### src/rtl/rel_exist_pkg.sv
// Package: shared controller state encoding for the relation holder.
// Assumes: nothing beyond standard SystemVerilog.
package rel_exist_pkg;
    typedef enum logic [1:0] {
        ST_INVALID    = 2'd0,
        ST_PRODUCTIVE = 2'd1,
        ST_DONE       = 2'd2,
        ST_IDLE       = 2'd3
    } rex_state_t;
endpackage

### src/rtl/rex_index.sv
// Module: rex_index
// Splits the concatenated query index into atom fields and rebuilds
// the flat tuple position by shifting each field into place.
// Assumes: the atom domain is a power of two, so fields never overflow.
module rex_index #(
    parameter int ATOM_W = 3,
    parameter int ARITY  = 2,
    localparam int IDX_W = ATOM_W * ARITY
) (
    input  logic [IDX_W-1:0] query_idx,
    output logic [IDX_W-1:0] tuple_pos
);
    logic [ARITY-1:0][ATOM_W-1:0] atoms;
    logic [ARITY-1:0][IDX_W-1:0]  placed;

    // one field extractor and shifter per tuple position
    for (genvar k = 0; k < ARITY; k++) begin : g_field
        assign atoms[k]  = query_idx[k*ATOM_W +: ATOM_W];
        assign placed[k] = IDX_W'(atoms[k]) << (k * ATOM_W);
    end

    // merge the shifted fields into one position
    always_comb begin
        tuple_pos = '0;
        for (int k = 0; k < ARITY; k++) tuple_pos = tuple_pos | placed[k];
    end
endmodule

### src/rtl/rex_store.sv
// Module: rex_store
// Holds the existence vector; captures it whole on load_en and reads
// one flag at the given tuple position.
// Assumes: rd_pos always lies inside the vector (power-of-two depth).
module rex_store #(
    parameter int IDX_W = 6,
    localparam int TUPLES = 1 << IDX_W
) (
    input  logic              clk,
    input  logic              rst_n,
    input  logic              load_en,
    input  logic [TUPLES-1:0] load_vec,
    input  logic [IDX_W-1:0]  rd_pos,
    output logic [TUPLES-1:0] vec,
    output logic              rd_bit
);
    // capture the relation on an accepted load, clear on reset
    always_ff @(posedge clk) begin
        if (!rst_n)       vec <= '0;
        else if (load_en) vec <= load_vec;
    end

    // single-flag read port
    assign rd_bit = vec[rd_pos];

    AST_HOLD_NO_LOAD: assert property (@(posedge clk) disable iff (!rst_n) !load_en |=> $stable(vec));
endmodule

### src/rtl/rex_prio.sv
// Module: rex_prio
// Priority encoder on the highest set flag giving the cardinality, and a
// check that no set flag lies above a clear one.
// Assumes: the count is meaningful only when packed is high.
module rex_prio #(
    parameter int IDX_W = 6,
    localparam int TUPLES = 1 << IDX_W,
    localparam int CNT_W  = IDX_W + 1
) (
    input  logic [TUPLES-1:0] vec,
    output logic [CNT_W-1:0]  card,
    output logic              packed_ok
);
    // highest set flag wins; its position plus one is the count
    always_comb begin
        card = '0;
        for (int i = 0; i < TUPLES; i++) begin
            if (vec[i]) card = CNT_W'(i + 1);
        end
    end

    // scan upward; a set flag after any clear flag breaks packing
    always_comb begin
        logic gap;
        gap       = 1'b0;
        packed_ok = 1'b1;
        for (int i = 0; i < TUPLES; i++) begin
            if (!vec[i])  gap       = 1'b1;
            else if (gap) packed_ok = 1'b0;
        end
    end
endmodule

### src/rtl/rex_ctrl.sv
// Module: rex_ctrl
// Four-state controller: invalid -> productive -> done -> idle, with a
// qualified start re-entering productive from invalid or idle.
// Assumes: synchronous active-low reset.
module rex_ctrl
    import rel_exist_pkg::*;
(
    input  logic       clk,
    input  logic       rst_n,
    input  logic       start,
    input  logic       valid_in,
    output rex_state_t state,
    output logic       load_en
);
    rex_state_t nxt;
    logic       accept;
    logic       ready;

    assign accept  = start && valid_in;
    assign ready   = (state == ST_INVALID) || (state == ST_IDLE);
    assign load_en = ready && accept;

    // next-state selection
    always_comb begin
        nxt = state;
        unique case (state)
            ST_INVALID, ST_IDLE: if (accept) nxt = ST_PRODUCTIVE;
            ST_PRODUCTIVE:       nxt = ST_DONE;
            ST_DONE:             if (!start) nxt = ST_IDLE;
            default:             nxt = ST_INVALID;
        endcase
    end

    // state register
    always_ff @(posedge clk) begin
        if (!rst_n) state <= ST_INVALID;
        else        state <= nxt;
    end

    AST_RESET_INVALID: assert property (@(posedge clk) !rst_n |=> state == ST_INVALID);
    AST_PROD_TO_DONE: assert property (@(posedge clk) disable iff (!rst_n) state == ST_PRODUCTIVE |=> state == ST_DONE);
    AST_NO_START_NO_MOVE: assert property (@(posedge clk) disable iff (!rst_n) (ready && !accept) |=> state == $past(state));
    AST_DONE_HOLD: assert property (@(posedge clk) disable iff (!rst_n) (state == ST_DONE && start) |=> state == ST_DONE);
endmodule

### src/rtl/rel_exist_machine.sv
// Module: rel_exist_machine (top)
// Stores a relation as existence flags and answers membership,
// cardinality and packing queries once the controller reaches done.
// Assumes: SCOPE is a power of two up to 32, ARITY is 1 or 2.
module rel_exist_machine
    import rel_exist_pkg::*;
#(
    parameter int SCOPE = 8,
    parameter int ARITY = 2,
    localparam int ATOM_W = $clog2(SCOPE),
    localparam int IDX_W  = ATOM_W * ARITY,
    localparam int TUPLES = 1 << IDX_W,
    localparam int CNT_W  = IDX_W + 1
) (
    input  logic              clk,
    input  logic              rst_n,
    input  logic              start_i,
    input  logic              valid_i,
    input  logic [TUPLES-1:0] load_vec_i,
    input  logic [IDX_W-1:0]  query_idx_i,
    output logic              pred_o,
    output logic              member_o,
    output logic [CNT_W-1:0]  card_o,
    output logic              valid_o
);
    rex_state_t        state;
    logic              load_en;
    logic [IDX_W-1:0]  tuple_pos;
    logic [TUPLES-1:0] vec;
    logic              rd_bit;
    logic [CNT_W-1:0]  card;
    logic              packed_ok;
    logic              done;

    rex_ctrl u_ctrl (
        .clk      (clk),
        .rst_n    (rst_n),
        .start    (start_i),
        .valid_in (valid_i),
        .state    (state),
        .load_en  (load_en)
    );

    rex_index #(.ATOM_W(ATOM_W), .ARITY(ARITY)) u_index (
        .query_idx (query_idx_i),
        .tuple_pos (tuple_pos)
    );

    rex_store #(.IDX_W(IDX_W)) u_store (
        .clk      (clk),
        .rst_n    (rst_n),
        .load_en  (load_en),
        .load_vec (load_vec_i),
        .rd_pos   (tuple_pos),
        .vec      (vec),
        .rd_bit   (rd_bit)
    );

    rex_prio #(.IDX_W(IDX_W)) u_prio (
        .vec       (vec),
        .card      (card),
        .packed_ok (packed_ok)
    );

    // answers are released only in done
    assign done     = (state == ST_DONE);
    assign valid_o  = done;
    assign member_o = done & rd_bit;
    assign pred_o   = done & packed_ok;
    assign card_o   = done ? card : '0;

    AST_CARD_MATCH: assert property (@(posedge clk) disable iff (!rst_n) packed_ok |-> card == CNT_W'($countones(vec)));
    AST_CARD_BOUND: assert property (@(posedge clk) disable iff (!rst_n) card <= CNT_W'(TUPLES));
    AST_VALID_AFTER_PROD: assert property (@(posedge clk) disable iff (!rst_n) $rose(valid_o) |-> $past(state) == ST_PRODUCTIVE);
endmodule

### config.mk
export PLATFORM = sky130hd
export DESIGN_NAME = rel_exist_machine
export DESIGN_NICKNAME = d
export VERILOG_FILES = /design/src/rtl/rel_exist_pkg.sv /design/src/rtl/rex_index.sv /design/src/rtl/rex_store.sv /design/src/rtl/rex_prio.sv /design/src/rtl/rex_ctrl.sv /design/src/rtl/rel_exist_machine.sv
export SDC_FILE = /design/constraint.sdc
export NUM_CORES = 1
export LEC_CHECK = 0
export ABC_AREA = 1
export BUFFER_PORTS_ARGS = -buffer_cell sky130_fd_sc_hd__buf_2
export CAP_MARGIN = 20
export CORE_MARGIN = 1.5
export CORE_UTILIZATION = 60
export DETAILED_ROUTE_END_ITERATION = 10
export GPL_ROUTABILITY_DRIVEN = 0
export HOLD_SLACK_MARGIN = 0.06
export PLACE_DENSITY = 0.86
export SLEW_MARGIN = 20
export SYNTH_ARGS = -nofsm -noshare
export SYNTH_HDL_FRONTEND = slang
export SYNTH_SLANG_ARGS = --single-unit
### constraint.sdc
create_clock -name clk -period 5.35 [get_ports clk]
set_clock_uncertainty 0.15 [all_clocks]
set_input_delay 0.2675 -clock clk [delete_from_list [all_inputs] [get_ports clk]]
set_output_delay 0.2675 -clock clk [all_outputs]
set_load 0.01 [all_outputs]
* Word-level counts from Yosys, hierarchy flattened *
Cells that the tools add are included.

storage, ports and cells
  flip-flop bits (word level) = 66
  input port bits = 74
  output and inout port bits = 10
  word-level logic and storage cells = 276

operators by class
  order comparisons = 1
  equality and inequality tests = 5
  multiplexer cells = 259
  bitwise operators = 3
  reduce and logical (&&, ||, !) cells = 6

operator list
  cell                  count
  $mux W6               32
  $mux W1               191
  $mux W5               16
  $mux W4               8
  $mux W7               2
  $mux W3               4
  $mux W2               4
  $lt A6 B7 Y1 const B  1
  $bmux W1 S6           1
  $or A3 B6 Y6          1
  $pmux W2 S3           1
  $eq A2 B2 Y1 const B  2
  $and A1 B1 Y1         2
  $eq A2 B1 Y1 const B  1
  $logic_and A1 B1 Y1   2
  $logic_not A2 Y1      1
  $ne A2 B1 Y1 const B  1
  $ne A2 B2 Y1 const B  1
  $reduce_and A2 Y1     1
  $reduce_or A2 Y1      1
  $logic_or A1 B1 Y1    1

* Logic depth before layout (Yosys ltp) *
  depth after elaboration = 127
  mapped depth = 63
  gate-level depth less buffers = 63

* By module *
From an unflattened synthesis, not the netlist that was laid out.

second synthesis, totals
  cell total of the unflattened synthesis = 784
  area total of the unflattened synthesis = 4533.1 sq um

modules (own cells, without submodules)
  module             times used  cells an instance  area an instance (sq um)  seq. area each (sq um)
  rex_store          1           429                2875.3                    1281.2
  rex_prio           1           310                1398.8                    0.0
  rex_ctrl           1           18                 127.6                     40.0
  rel_exist_machine  1           21                 86.3                      0.0
  rex_index          1           6                  45.0                      0.0

* Worst setup path before layout *
No wires, ideal clock.

  kind = register -> output
  start point = reg u_store.vec[0]
  end point = out pred_o
  arrival = 3.356 ns
  data required time = 4.933 ns
  slack = 1.576 ns
  stages on the path, launching flop included = 30
  path buffers = 0
  path through = dfxtp_1 nand2_2 nor2_2 nand3_2 nor3_2 nand3_2 nor2_2 nand4_2 nor2_2 nand4_2 nor2_2 nand4_2 nor2_2 nand4_2 nor2_2 nand4_2 nor2_2 nand4_2 nor2_2 nand4_2 nor2_2 nand4_2 nor2_2 nand4_2 nor2_2 nand2_1 o21ai_2 nand4_1 a21oi_1 o2111a_1

between the ends
  word-level cells in the longest chain between the ends = 127
  elaborated cells on any way between the ends = 190
  those cells by class = 189 x mux; 1 x bitwise

ends and longest elaborated chain
  element                     line                            source
  from (decl)                 rex_store.sv:14                 output logic [TUPLES-1:0] vec,
  from (signal assigned)      rex_store.sv:20                 else if (load_en) vec <= load_vec;
  $mux W1 (on tied branches)  rex_prio.sv:29, rex_prio.sv:28
  $mux W1                     rex_prio.sv:28                  if (!vec[i]) gap = 1'b1;
  $mux W1                     rex_prio.sv:29                  else if (gap) packed_ok = 1'b0;
  $mux W1                     rex_prio.sv:28
  $mux W1                     rex_prio.sv:29
  $mux W1                     rex_prio.sv:28
  $mux W1                     rex_prio.sv:29
  $mux W1                     rex_prio.sv:28
  (+111 left out)             --
  $mux W1                     rex_prio.sv:28
  $mux W1                     rex_prio.sv:29
  $mux W1                     rex_prio.sv:28
  $mux W1                     rex_prio.sv:29
  $mux W1                     rex_prio.sv:28
  $mux W1                     rex_prio.sv:29
  $mux W1 *                   rex_prio.sv:28
  $and A1 B1 Y1 *             rel_exist_machine.sv:69         assign pred_o = done & packed_ok;
  to (decl)                   rel_exist_machine.sv:21         output logic pred_o,

Mark *: on every way between the ends. The rest lies on a longest branch, timed or not.

* Worst setup path after layout *
  start point = reg u_store.vec[1]
  end point = out pred_o

between the ends
  word-level cells in the longest chain between the ends = 126
  elaborated cells on any way between the ends = 188
  those cells by class = 187 x mux; 1 x bitwise

ends and longest elaborated chain
  element          line
  $mux W1          rex_prio.sv:28
  $mux W1          rex_prio.sv:29
  $mux W1          rex_prio.sv:28
  $mux W1          rex_prio.sv:29
  $mux W1          rex_prio.sv:28
  $mux W1          rex_prio.sv:29
  $mux W1          rex_prio.sv:28
  $mux W1          rex_prio.sv:29
  (+110 left out)  --
  $mux W1          rex_prio.sv:28
  $mux W1          rex_prio.sv:29
  $mux W1          rex_prio.sv:28
  $mux W1          rex_prio.sv:29
  $mux W1          rex_prio.sv:28
  $mux W1          rex_prio.sv:29
  $mux W1 *        rex_prio.sv:28
  $and A1 B1 Y1 *  rel_exist_machine.sv:69

Marks and branches as above.

==> flow_results.org <==
** CTS
- Clock slew seen by the registers of the worst setup and hold paths :: 70 ps
- CTS H-tree depth :: 3
- Counting every sink on the clock net gives 66.
- CTS tree :: yes
- Setup Buffers After CTS :: 0
- Clock latency at the later pin of the worst-skew pair :: 350 ps
- Max clock buf depth :: 2
- Total clock buffers created by CTS :: 9
- The tree is rooted in a sky130_fd_sc_hd__clkbuf_8.

** Floorplan
- Die boundary width :: 85.4 µm
- In this run the core area contains 29 standard-cell rows.
- The floorplan step set the die height to 85.4 µm.
- The die covers 7290 µm².
- Initial Util :: 0.630
- Pin placement for this block handled 84 I/O pins.
- Core region area :: 6460 µm²

** Power
- P per Cell Area :: 446 nW/µm²
- Cell leakage power :: 0.00237 µW
- IR analysis of the VDD net gives a maximum drop of 401 µV.

** Global routing
- Largest net degree at the start of global routing :: 128
- GR Util met2 :: 0.573
- Most Used Layer, Global Route :: met2
- The via count of the first global-routing pass is 4,381.
- Global-route usage over all layers :: 0.335
- For met3 alone, demand over resource in global routing was 0.0681.
- Summed over all layers, the global routing overflow is 0.
- For this run, global-route usage on met1 was measured as 0.412.
- Number of antenna violations at the first check in global routing :: 0
- The first global-routing pass estimated 19,700 µm of wire.

** Placed design
- Total half-perimeter wirelength after legalization and detailed placement :: 7380 µm
- I/O Buffers :: 83
- Worst setup slack before clock tree synthesis :: 1030 ps

** Drt
- Starting DRT DRC Count :: 412
- The routed design has 12,000 µm of wire.
- The count of nets left with antenna violations once routing finished came out at 0.
- Number of remaining DRC errors :: 6
- In the routed layout, each cell is associated on average with a via count of 5.79.
- Dividing the detail-routed wire length by the instance count gives 14.3 µm.
- Pre-antenna DRT Iters :: 8
- Via total after detailed routing :: 4,843

** Yosys
- Number of flops mapped to enable cells by yosys :: 0
- In the synthesized netlist the dominant register cell turns out to be sky130_fd_sc_hd__dfxtp_1.
- In this run the cell area of the synthesized design comes to 4070 µm².
- Number of flip-flops and latches in the synthesized netlist :: 66
- Instance count of the mapped netlist :: 645
- Net count of the mapped netlist :: 721
- Number of distinct standard cells referenced by the synthesized netlist :: 29
- For this run, asynchronously set or reset flops after synthesis account for 0.
- Count of synthesis-stage warnings from yosys :: 0
- For this run, the register share of the synthesized area comes to 0.325.
- Avg Cell Area, Syn :: 6.31 µm²

** Hold path
- The startpoint identified for the worst hold timing path is load_vec_i[38].
- The worst hold path was traced through 3 stages.
- Class of the tightest hold or removal check :: in -> reg
- Worst min-delay path endpoint :: u_store.vec[38]

** STA
- Actual slew at the worst max-slew pin :: 867 ps
- Headroom to the max-slew limit :: 0.422
- Final Slew Violations :: 0
- Final Cycle Share :: 0.895
- The hold violation total from the final report came to 0.
- Setup ws final :: 559 ps
- The smallest clock period supported by the final layout is computed as 4790 ps.
- Final count of negative-setup-slack endpoints :: 0
- Total Negative Setup Slacks :: 0 ps
- Setup repair after global routing left no endpoint under its margin.
- On the final layout, the worst hold slack is 59.8 ps.
- Derived from the worst setup path, the maximum achievable clock frequency is 209 MHz.

** Worst setup path
- Data arrives at the worst endpoint at 4370 ps.
- Startpoint type of the worst setup path :: register
- The critical path in this run is classified as reg -> out.
- For this run, the slowest stage of the critical path takes 400 ps.
- Crit path max fanout :: 4
- Counting cells, the worst reg-to-reg path comes to 5.
- On the critical path, the stage with the largest delay is an instance of sky130_fd_sc_hd__dfxtp_1.
- Among the stages of the critical path, the cell type that occurs most often is sky130_fd_sc_hd__nor2_2.
- The worst register-to-register path begins at u_ctrl.state[0].
- The worst setup path is captured at an output port.
- At the worst endpoint, the required time is 4930 ps.
- End of the worst register-to-register path :: u_store.vec[33]
- The worst register-to-register path has a setup slack of 3310 ps.

** Finish
- At the end of the flow, the number of nets in the layout was 831.
- Area used by sequential logic in the layout :: 1320 µm²
- Of the cells placed in the final design, the portion with a size suffix greater than 1 is 0.171.
- Fill cells in the final layout number 479.
- Combined area of the multi-input logic cells :: 2370 µm²
- The area growth from synthesis to layout is 27.5%.
- Count of inserted antenna diode cells :: 0

** Status
- The final reports fail on DRC.
- The flow ran to the end, but the final reports show violations.

** Flow run
- Number of maximum-capacitance violations :: 0
[report_power, final]
| group | leakage, µW | total, µW | switching [µW] | internal (µW) |
|---|---|---|---|---|
| Sequential | 0.000542 | 736 | 128 | 608 |
| Combinational | 0.00170 | 1040 | 661 | 380 |
| Clock | 0.000129 | 536 | 203 | 333 |
[worst max path at each step]
stage	from	endpoint	slack [ps]	depth (start not counted)
global placement	u_store.vec[0]	pred_o	1190	30
detailed placement	u_store.vec[1]	pred_o	1030	30
finish	u_store.vec[1]	pred_o	560	30
floorplan	u_store.vec[0]	pred_o	1580	29
CTS	u_store.vec[1]	pred_o	630	30
global route	u_store.vec[1]	card_o[0]	30	64
[final cells by class]
class	count	share of cell area
Multi-Input combinational cell	474	0.458
Sequential cell	66	0.255
Timing Repair Buffer	127	0.164
Inverter	77	0.0557
Clock buffer	11	0.0292
Clock inverter	5	0.0193
Tap cell	77	0.0186
[through the flow]
stage,cells,area [µm²],util,total power (µW)
after global placement,778,4490,0.695,1670
after CTS,837,5170,0.801,2270
after floorplan,645,4070,-,1470
after global routing,837,5190,0.803,2510
after detailed placement,778,4490,0.695,1700
final,837,5190,0.803,2310
[logic make-up after synthesis]
group	count (synthesis)	share of synthesized area
compound gates	252	0.322
simple gates	220	0.250
buf+inv	105	0.0968
flops	66	0.325
fa+ha+maj	2	0.00615
[cell usage after synthesis (3+ instances only)]
cell type                  number  share of area
sky130_fd_sc_hd__clkbuf_1      27          0.025
sky130_fd_sc_hd__nand3_1       21          0.026
sky130_fd_sc_hd__nand4_2        9          0.028
sky130_fd_sc_hd__inv_1         76          0.070
sky130_fd_sc_hd__nor2_1        36          0.033
sky130_fd_sc_hd__a221oi_1       3         0.0065
sky130_fd_sc_hd__nand4_1       11          0.017
sky130_fd_sc_hd__a31oi_1        8          0.012
sky130_fd_sc_hd__nor2_2        11          0.017
sky130_fd_sc_hd__dfxtp_1       66           0.32
sky130_fd_sc_hd__o21ai_0      122           0.15
sky130_fd_sc_hd__a21oi_1      110           0.14
sky130_fd_sc_hd__nand2_1      124           0.11
[critical path, delay by kind of cell (launching register included)]
| family | cells | cell delay (ps) |
|---|---|---|
| and+or+nand+nor | 26 | 3090 |
| buffers and inverters | 1 | 130 |
| DFF | 1 | 400 |
| AOI/OAI and AO/OA | 3 | 370 |
[state kept, by name (all words and copies together), names as in the netlist]
name and cells:
u_store.vec 64, u_ctrl.state 2
[cells in the final DEF (no fill, tap or decap), types with 2 or more instances in the layout]
master / n
sky130_fd_sc_hd__inv_2: 2
sky130_fd_sc_hd__nand3_2: 2
sky130_fd_sc_hd__a21oi_1: 109
sky130_fd_sc_hd__clkbuf_8: 11
sky130_fd_sc_hd__nand4_1: 11
sky130_fd_sc_hd__o21bai_1: 2
sky130_fd_sc_hd__a221oi_1: 3
sky130_fd_sc_hd__ha_1: 2
sky130_fd_sc_hd__o2111ai_1: 2
sky130_fd_sc_hd__dlygate4sd3_1: 43
sky130_fd_sc_hd__clkinv_2: 2
sky130_fd_sc_hd__buf_2: 83
sky130_fd_sc_hd__a31oi_1: 8
sky130_fd_sc_hd__o21ai_0: 122
sky130_fd_sc_hd__nor4_1: 2
sky130_fd_sc_hd__inv_1: 75
sky130_fd_sc_hd__dfxtp_1: 65
sky130_fd_sc_hd__nand2_1: 123
sky130_fd_sc_hd__nand4_2: 9
sky130_fd_sc_hd__nand3_1: 21
sky130_fd_sc_hd__nor2_2: 11
sky130_fd_sc_hd__bufinv_16: 3
sky130_fd_sc_hd__nor2_1: 36
[what timing repair did]
action                                  in CTS  in global routing
hold endpoints to repair                    43                  0
resized for setup                            0                  3
hold buffers                                43                  0
endpoints found under the setup margin       0                  1
[layer usage]
metal  share of wire  wire length, µm
met1            0.42             5050
met2            0.48             5730
met3           0.073              873
met4           0.025              301
met5               0                0
No activity file was read; power rests on OpenSTA's default activity.
